$ cat config.mk
export PLATFORM = sky130hd
export DESIGN_NAME = status_flag_alu
export DESIGN_NICKNAME = d
export VERILOG_FILES = /design/src/rtl/sflag_pkg.sv /design/src/rtl/sflag_addsub.sv /design/src/rtl/sflag_cond.sv /design/src/rtl/sflag_pack.sv /design/src/rtl/status_flag_alu.sv
export SDC_FILE = /design/constraint.sdc
export NUM_CORES = 1
export LEC_CHECK = 0
export CORE_MARGIN = 3
export CORE_UTILIZATION = 30
export CTS_BUF_LIST = sky130_fd_sc_hd__clkbuf_16
export DETAILED_ROUTE_END_ITERATION = 10
export SYNTH_ARGS = -nofsm -noshare
export SYNTH_HDL_FRONTEND = slang
export SYNTH_SLANG_ARGS = --single-unit
$ cat constraint.sdc
create_clock -name clk -period 4.6 [get_ports clk]
set_input_delay 1.15 -clock clk [delete_from_list [all_inputs] [get_ports clk]]
set_output_delay 1.15 -clock clk [all_outputs]
set_load 0.03 [all_outputs]
$ cat src/rtl/sflag_pkg.sv
package sflag_pkg;
   localparam int OP_W = 4;

   typedef enum logic [OP_W-1:0] {
      OP_NOP   = 4'h0,
      OP_ADD   = 4'h1,
      OP_SUB   = 4'h2,
      OP_CSET  = 4'h3,
      OP_CCLR  = 4'h4,
      OP_CFLIP = 4'h5,
      OP_DFWD  = 4'h6,
      OP_DBWD  = 4'h7,
      OP_LOADB = 4'h8,
      OP_ISET  = 4'h9,
      OP_ICLR  = 4'hA,
      OP_TSET  = 4'hB,
      OP_TCLR  = 4'hC
   } op_e;

   typedef struct packed {
      logic cf;
      logic pf;
      logic af;
      logic zf;
      logic sf;
      logic of;
      logic df;
      logic ien;
      logic tf;
   } flags_t;

   // bit positions inside the packed byte
   localparam int PK_SF = 7;
   localparam int PK_ZF = 6;
   localparam int PK_Z5 = 5;
   localparam int PK_AF = 4;
   localparam int PK_Z3 = 3;
   localparam int PK_PF = 2;
   localparam int PK_ONE = 1;
   localparam int PK_CF = 0;
endpackage

$ cat src/rtl/sflag_addsub.sv
module sflag_addsub #(
   parameter int DATA_W = 8,
   parameter bit RIPPLE = 1'b0
) (
   input  logic [DATA_W-1:0] a_i,
   input  logic [DATA_W-1:0] b_i,
   input  logic              sub_i,
   output logic [DATA_W-1:0] sum_o,
   output logic              carry_o,
   output logic              nib_carry_o,
   output logic              b_eff_msb_o
);
   localparam int MSB = DATA_W - 1;
   localparam int NIB = 4;

   logic [DATA_W-1:0] b_eff;
   assign b_eff       = sub_i ? ~b_i : b_i;
   assign b_eff_msb_o = b_eff[MSB];

   if (RIPPLE) begin : g_ripple
      logic [DATA_W:0]   c;
      logic [DATA_W-1:0] s;
      assign c[0] = sub_i;
      for (genvar i = 0; i < DATA_W; i++) begin : g_bit
         assign s[i]   = a_i[i] ^ b_eff[i] ^ c[i];
         assign c[i+1] = (a_i[i] & b_eff[i]) | (c[i] & (a_i[i] ^ b_eff[i]));
      end
      assign sum_o       = s;
      assign carry_o     = c[DATA_W];
      assign nib_carry_o = c[NIB];
   end else begin : g_behav
      logic [DATA_W:0] full;
      logic [NIB:0]    low;
      assign full = {1'b0, a_i} + {1'b0, b_eff} + {{DATA_W{1'b0}}, sub_i};
      assign low  = {1'b0, a_i[NIB-1:0]} + {1'b0, b_eff[NIB-1:0]} + {{NIB{1'b0}}, sub_i};
      assign sum_o       = full[DATA_W-1:0];
      assign carry_o     = full[DATA_W];
      assign nib_carry_o = low[NIB];
   end
endmodule

$ cat src/rtl/sflag_cond.sv
module sflag_cond #(
   parameter int DATA_W = 8
) (
   input  logic [DATA_W-1:0] sum_i,
   input  logic              carry_i,
   input  logic              nib_carry_i,
   input  logic              sub_i,
   input  logic              a_msb_i,
   input  logic              b_eff_msb_i,
   output logic              cf_o,
   output logic              af_o,
   output logic              of_o,
   output logic              zf_o,
   output logic              sf_o,
   output logic              pf_o
);
   localparam int MSB = DATA_W - 1;

   // a subtract is an add of the inverse plus one: the raw carry is the inverted borrow
   assign cf_o = carry_i ^ sub_i;
   assign af_o = nib_carry_i ^ sub_i;
   assign of_o = (a_msb_i == b_eff_msb_i) && (sum_i[MSB] != a_msb_i);
   assign zf_o = (sum_i == '0);
   assign sf_o = sum_i[MSB];
   assign pf_o = ~(^sum_i[7:0]);
endmodule

$ cat src/rtl/sflag_pack.sv
module sflag_pack
   import sflag_pkg::*;
(
   input  flags_t      cur_i,
   input  logic [7:0]  byte_i,
   output logic [7:0]  packed_o,
   output flags_t      restored_o
);
   always_comb begin
      packed_o         = '0;
      packed_o[PK_SF]  = cur_i.sf;
      packed_o[PK_ZF]  = cur_i.zf;
      packed_o[PK_Z5]  = 1'b0;
      packed_o[PK_AF]  = cur_i.af;
      packed_o[PK_Z3]  = 1'b0;
      packed_o[PK_PF]  = cur_i.pf;
      packed_o[PK_ONE] = 1'b1;
      packed_o[PK_CF]  = cur_i.cf;
   end

   always_comb begin
      restored_o    = cur_i;
      restored_o.sf = byte_i[PK_SF];
      restored_o.zf = byte_i[PK_ZF];
      restored_o.af = byte_i[PK_AF];
      restored_o.pf = byte_i[PK_PF];
      restored_o.cf = byte_i[PK_CF];
   end
endmodule

$ cat src/rtl/status_flag_alu.sv
module status_flag_alu
   import sflag_pkg::*;
#(
   parameter int DATA_W = 8,
   parameter bit RIPPLE = 1'b0
) (
   input  logic              clk,
   input  logic              rst_n,
   input  logic [3:0]        op_i,
   input  logic [DATA_W-1:0] a_i,
   input  logic [DATA_W-1:0] b_i,
   input  logic [7:0]        byte_i,
   output logic [DATA_W-1:0] result_o,
   output logic              cf_o,
   output logic              pf_o,
   output logic              af_o,
   output logic              zf_o,
   output logic              sf_o,
   output logic              of_o,
   output logic              df_o,
   output logic              if_o,
   output logic              tf_o,
   output logic [7:0]        packed_o
);
   localparam int MSB = DATA_W - 1;

   if (DATA_W < 8) begin : g_width_chk
      $error("status_flag_alu: DATA_W must be at least 8");
   end

   op_e               op;
   flags_t            flg_q, flg_d, restored;
   logic [DATA_W-1:0] res_q, res_d, sum;
   logic              is_sub, carry, nib_carry, b_eff_msb;
   logic              c_cf, c_af, c_of, c_zf, c_sf, c_pf;

   assign op     = op_e'(op_i);
   assign is_sub = (op == OP_SUB);

   sflag_addsub #(.DATA_W(DATA_W), .RIPPLE(RIPPLE)) u_addsub (
      .a_i         (a_i),
      .b_i         (b_i),
      .sub_i       (is_sub),
      .sum_o       (sum),
      .carry_o     (carry),
      .nib_carry_o (nib_carry),
      .b_eff_msb_o (b_eff_msb)
   );

   sflag_cond #(.DATA_W(DATA_W)) u_cond (
      .sum_i       (sum),
      .carry_i     (carry),
      .nib_carry_i (nib_carry),
      .sub_i       (is_sub),
      .a_msb_i     (a_i[MSB]),
      .b_eff_msb_i (b_eff_msb),
      .cf_o        (c_cf),
      .af_o        (c_af),
      .of_o        (c_of),
      .zf_o        (c_zf),
      .sf_o        (c_sf),
      .pf_o        (c_pf)
   );

   sflag_pack u_pack (
      .cur_i      (flg_q),
      .byte_i     (byte_i),
      .packed_o   (packed_o),
      .restored_o (restored)
   );

   always_comb begin
      flg_d = flg_q;
      res_d = res_q;
      case (op)
         OP_ADD, OP_SUB: begin
            res_d    = sum;
            flg_d.cf = c_cf;
            flg_d.af = c_af;
            flg_d.of = c_of;
            flg_d.zf = c_zf;
            flg_d.sf = c_sf;
            flg_d.pf = c_pf;
         end
         OP_CSET:  flg_d.cf  = 1'b1;
         OP_CCLR:  flg_d.cf  = 1'b0;
         OP_CFLIP: flg_d.cf  = ~flg_q.cf;
         OP_DFWD:  flg_d.df  = 1'b0;
         OP_DBWD:  flg_d.df  = 1'b1;
         OP_LOADB: flg_d     = restored;
         OP_ISET:  flg_d.ien = 1'b1;
         OP_ICLR:  flg_d.ien = 1'b0;
         OP_TSET:  flg_d.tf  = 1'b1;
         OP_TCLR:  flg_d.tf  = 1'b0;
         default: ;
      endcase
   end

   always_ff @(posedge clk) begin
      if (!rst_n) begin
         flg_q <= '0;
         res_q <= '0;
      end else begin
         flg_q <= flg_d;
         res_q <= res_d;
      end
   end

   assign result_o = res_q;
   assign cf_o     = flg_q.cf;
   assign pf_o     = flg_q.pf;
   assign af_o     = flg_q.af;
   assign zf_o     = flg_q.zf;
   assign sf_o     = flg_q.sf;
   assign of_o     = flg_q.of;
   assign df_o     = flg_q.df;
   assign if_o     = flg_q.ien;
   assign tf_o     = flg_q.tf;
endmodule

==> impl_metrics.yaml <==
logic_synthesis:
  synth-main-ff-cell: "dfxtp_1"
  yosys-top-cells-count: "17 x a21oi_1, 17 x dfxtp_1, 15 x nand2_1"
  yosys_warnings: 0
  synth_area_sq_mm: 0.001455
  avgSynthCellArea_sq_um: 7.823
  ys_seq_area_share_pct: 23.39
  netlist_instances: 186
  ys_types: 43
  ys_seq_elements: 17
  synth_top_cell_area_share_pct: 23.39
  synthTopCellsByArea: "dfxtp_1 23%, ha_1 10%, xnor2_1 7.8%"
  yosys.area.top_type: "dfxtp_1"
  synthArstFlopShare_pct: 0
  synth-edff-count: 0
route:
  post_drt_wl_per_cell_um: 11.64
  first_pass_iters: 4
  postRouteAntennaNets: 0
  via_count: 1474
  drt-total-wl_mm: 3.516
  drtIter0Drc: 43
  drc: 0
  viasPerCell: 4.881
layout:
  fillerInstances: 442
  diodes: 0
  drive_above_1_share_pct: 16.40
  seqCellArea_sq_um: 340.3
  finalInstanceArea_sq_mm: 0.002222
  area_delta_synth_final_pct: 52.71
  multiInputGateArea_sq_mm: 0.001027
  nets: 294
  layout.cells.non_filler: 302
  finish.utilization_pct: 49.33
floorplanning:
  design.die.area_sq_mm: 0.005722
  die_x_um: 75.65
  ios: 55
  die_y_um: 75.65
  num_rows: 24
  start_util_pct: 32.31
  core_sq_mm: 0.004504
sta:
  hold_viol: 0
  slew_violations: 0
  final.period_utilization_pct: 96.55
  finalClockSkew_ns: 0
  setup-violations-final: 0
  tightest_slew_ns: 0.4928
  fmax_mhz: 225.2
  setup_ws_ns: 0.1587
  finalCriticalPeriod_ns: 4.441
  setup_tns_ns: 0
  relSlewSlack_pct: 66.89
setup_path:
  worstPathArrival_ns: 4.57
  crit_type: "in2reg"
  worstSetupStartpointType: "input pin"
  cp.required_ns: 4.73
  cp_max_fo: 3
  cp_top_family: "XOR/XNOR gates"
  crit_slowest_cell: "or4b_4"
  crit_chain: "clkdlybuf4s50_1, or4b_4, xnor2_2, buf_4, fa_1, a21o_1, a21oi_2, xor2_1, ha_1, xor2_1, xnor2_1, xnor2_1, nor2_1, a221o_1"
  critPathBufInv: 2
  critPathMaxStageDelay_ns: 0.59
  endpoint_kind: "register"
place:
  port_buffers: 48
  hpwl_mm: 2.886
  dp_cells: 294
  dpl-instance-area_sq_mm: 0.002083
  pre_cts_ws_ns: -0.2479
  gp_congestion: 0.7694
global_routing:
  top_usage_layer: "met2"
  use_met2_pct: 19.56
  antenna_found_initial: 0
  grt_max_degree: 15
  grt_use_met1_pct: 19.16
  grt_util_all_layers_pct: 12.85
  grt_pass1_vias: 1304
  overflow: 0
  grt_pass1_wl_mm: 5.809
  use_met3_pct: 2.507
clock_tree:
  cts_tree: "done"
  cts_root_buffer: "clkbuf_16"
  insertion_delay_ns: 0.25
  cts_buffers: 3
  cts_max_level: 1
  cts_buffer_depth: 2
  clkTransAtPathRegs_ns: 0.05
  cts_hold_buf: 0
  cts_sinks: 17
run_status:
  status: "finished clean"
power:
  power.leakage_nw: 0.9020
  vdd_drop_max_mv: 0.1334
  power-per-cell-area_mw_per_mm2: 285.5
hold_path:
  worstHoldPathType: "reg2reg"
run:
  max_cap_violations: 0
==> cell usage in the layout (no fill, tap or decap), types with 3 or more instances in the layout <==
cell	Yosys	final
conb_1	2	3
o21a_1	3	3
buf_4	8	28
mux2i_1	3	3
xor2_1	5	5
a22oi_1	3	3
o21bai_1	3	3
nand2_1	15	15
clkbuf_16	0	3
nand3_1	6	6
o21ai_0	14	13
nor2_1	14	14
a211oi_1	4	4
xnor2_1	13	11
nand2b_1	4	4
ha_1	12	11
dfxtp_1	17	17
nor3_1	3	3
clkdlybuf4s50_1	0	48
a21oi_1	17	15
inv_1	4	4
==> registers in the layout, summed over array words and instances (netlist names) <==
name,cells
pf_o,1
zf_o,1
sf_o,1
tf_o,1
if_o,1
cf_o,1
df_o,1
af_o,1
of_o,1
result_o,8
==> tightest hold or removal path: cells and delay by family, from the launching register on <==
kind	cells	cell delay, ns
simple gates	1	0.05
compound gates	1	0.05
flops	1	0.30
==> cell families (layout without fill, tap and decap cells) <==
group	after synthesis	in the layout	share of synthesized area (%)
adder cells (fa/ha/maj)	13	13	11.69
XOR/XNOR	18	18	10.83
AO/OA/AOI/OAI	57	57	24.76
other	2	3	0.5161
flip-flops	17	17	23.39
multiplexers	3	3	2.064
buffers and inverters	22	85	8.254
AND/OR/NAND/NOR	54	54	18.49
==> per-stage QoR <==
stage	total power, mW	hold slack [ns]
4_1_cts	0.6255	0.4546
5_1_grt	0.6773	0.4854
3_3_place_gp	0.4479	0.4434
6_report	0.6345	0.4525
3_5_place_dp	0.4495	0.4475
2_1_floorplan	0.3495	0.5843
==> per-layer routing <==
layer  wire (um)  up-vias  part of all wire (%)
li1            -      776                     -
met1        1722      662                    49
met2        1640       34                    47
met3         131        2                   3.7
met4          22        0                  0.63
met5           0        -                     0
==> cell type report <==
cell class	instances	share of cell area (%)
clock buffer	3	3.378
multi-input combinational	148	46.23
tap	52	2.928
clock inverter	1	0.2252
timing repair buffer	76	31.08
sequential	17	15.32
inverter	5	0.8446
==> power by group <==
part / switching [mW] / total (mW) / internal, mW
logic: 0.141 / 0.297 / 0.156
registers: 0.00643 / 0.163 / 0.157
clock network: 0.0581 / 0.174 / 0.116
total: 0.205 / 0.634 / 0.429
==> what timing repair did <==
action / 4_1_cts / 5_1_grt
endpoints found under the hold margin: 0 / 0
setup endpoints to repair: 0 / 1
gates resized for setup: 0 / 7
setup buffers: 0 / 4
==> final timing paths <==
kind               startpoint           to  slack (ns)  depth (start not counted)
setup / recovery      op_i[3]         pf_o        0.16                         14
hold reg to reg   result_o[7]  result_o[7]        0.45                          2
hold / removal    result_o[7]  result_o[7]        0.45                          2
setup reg to reg         cf_o         cf_o        3.24                          5
Power figures use the tool's default switching activity.
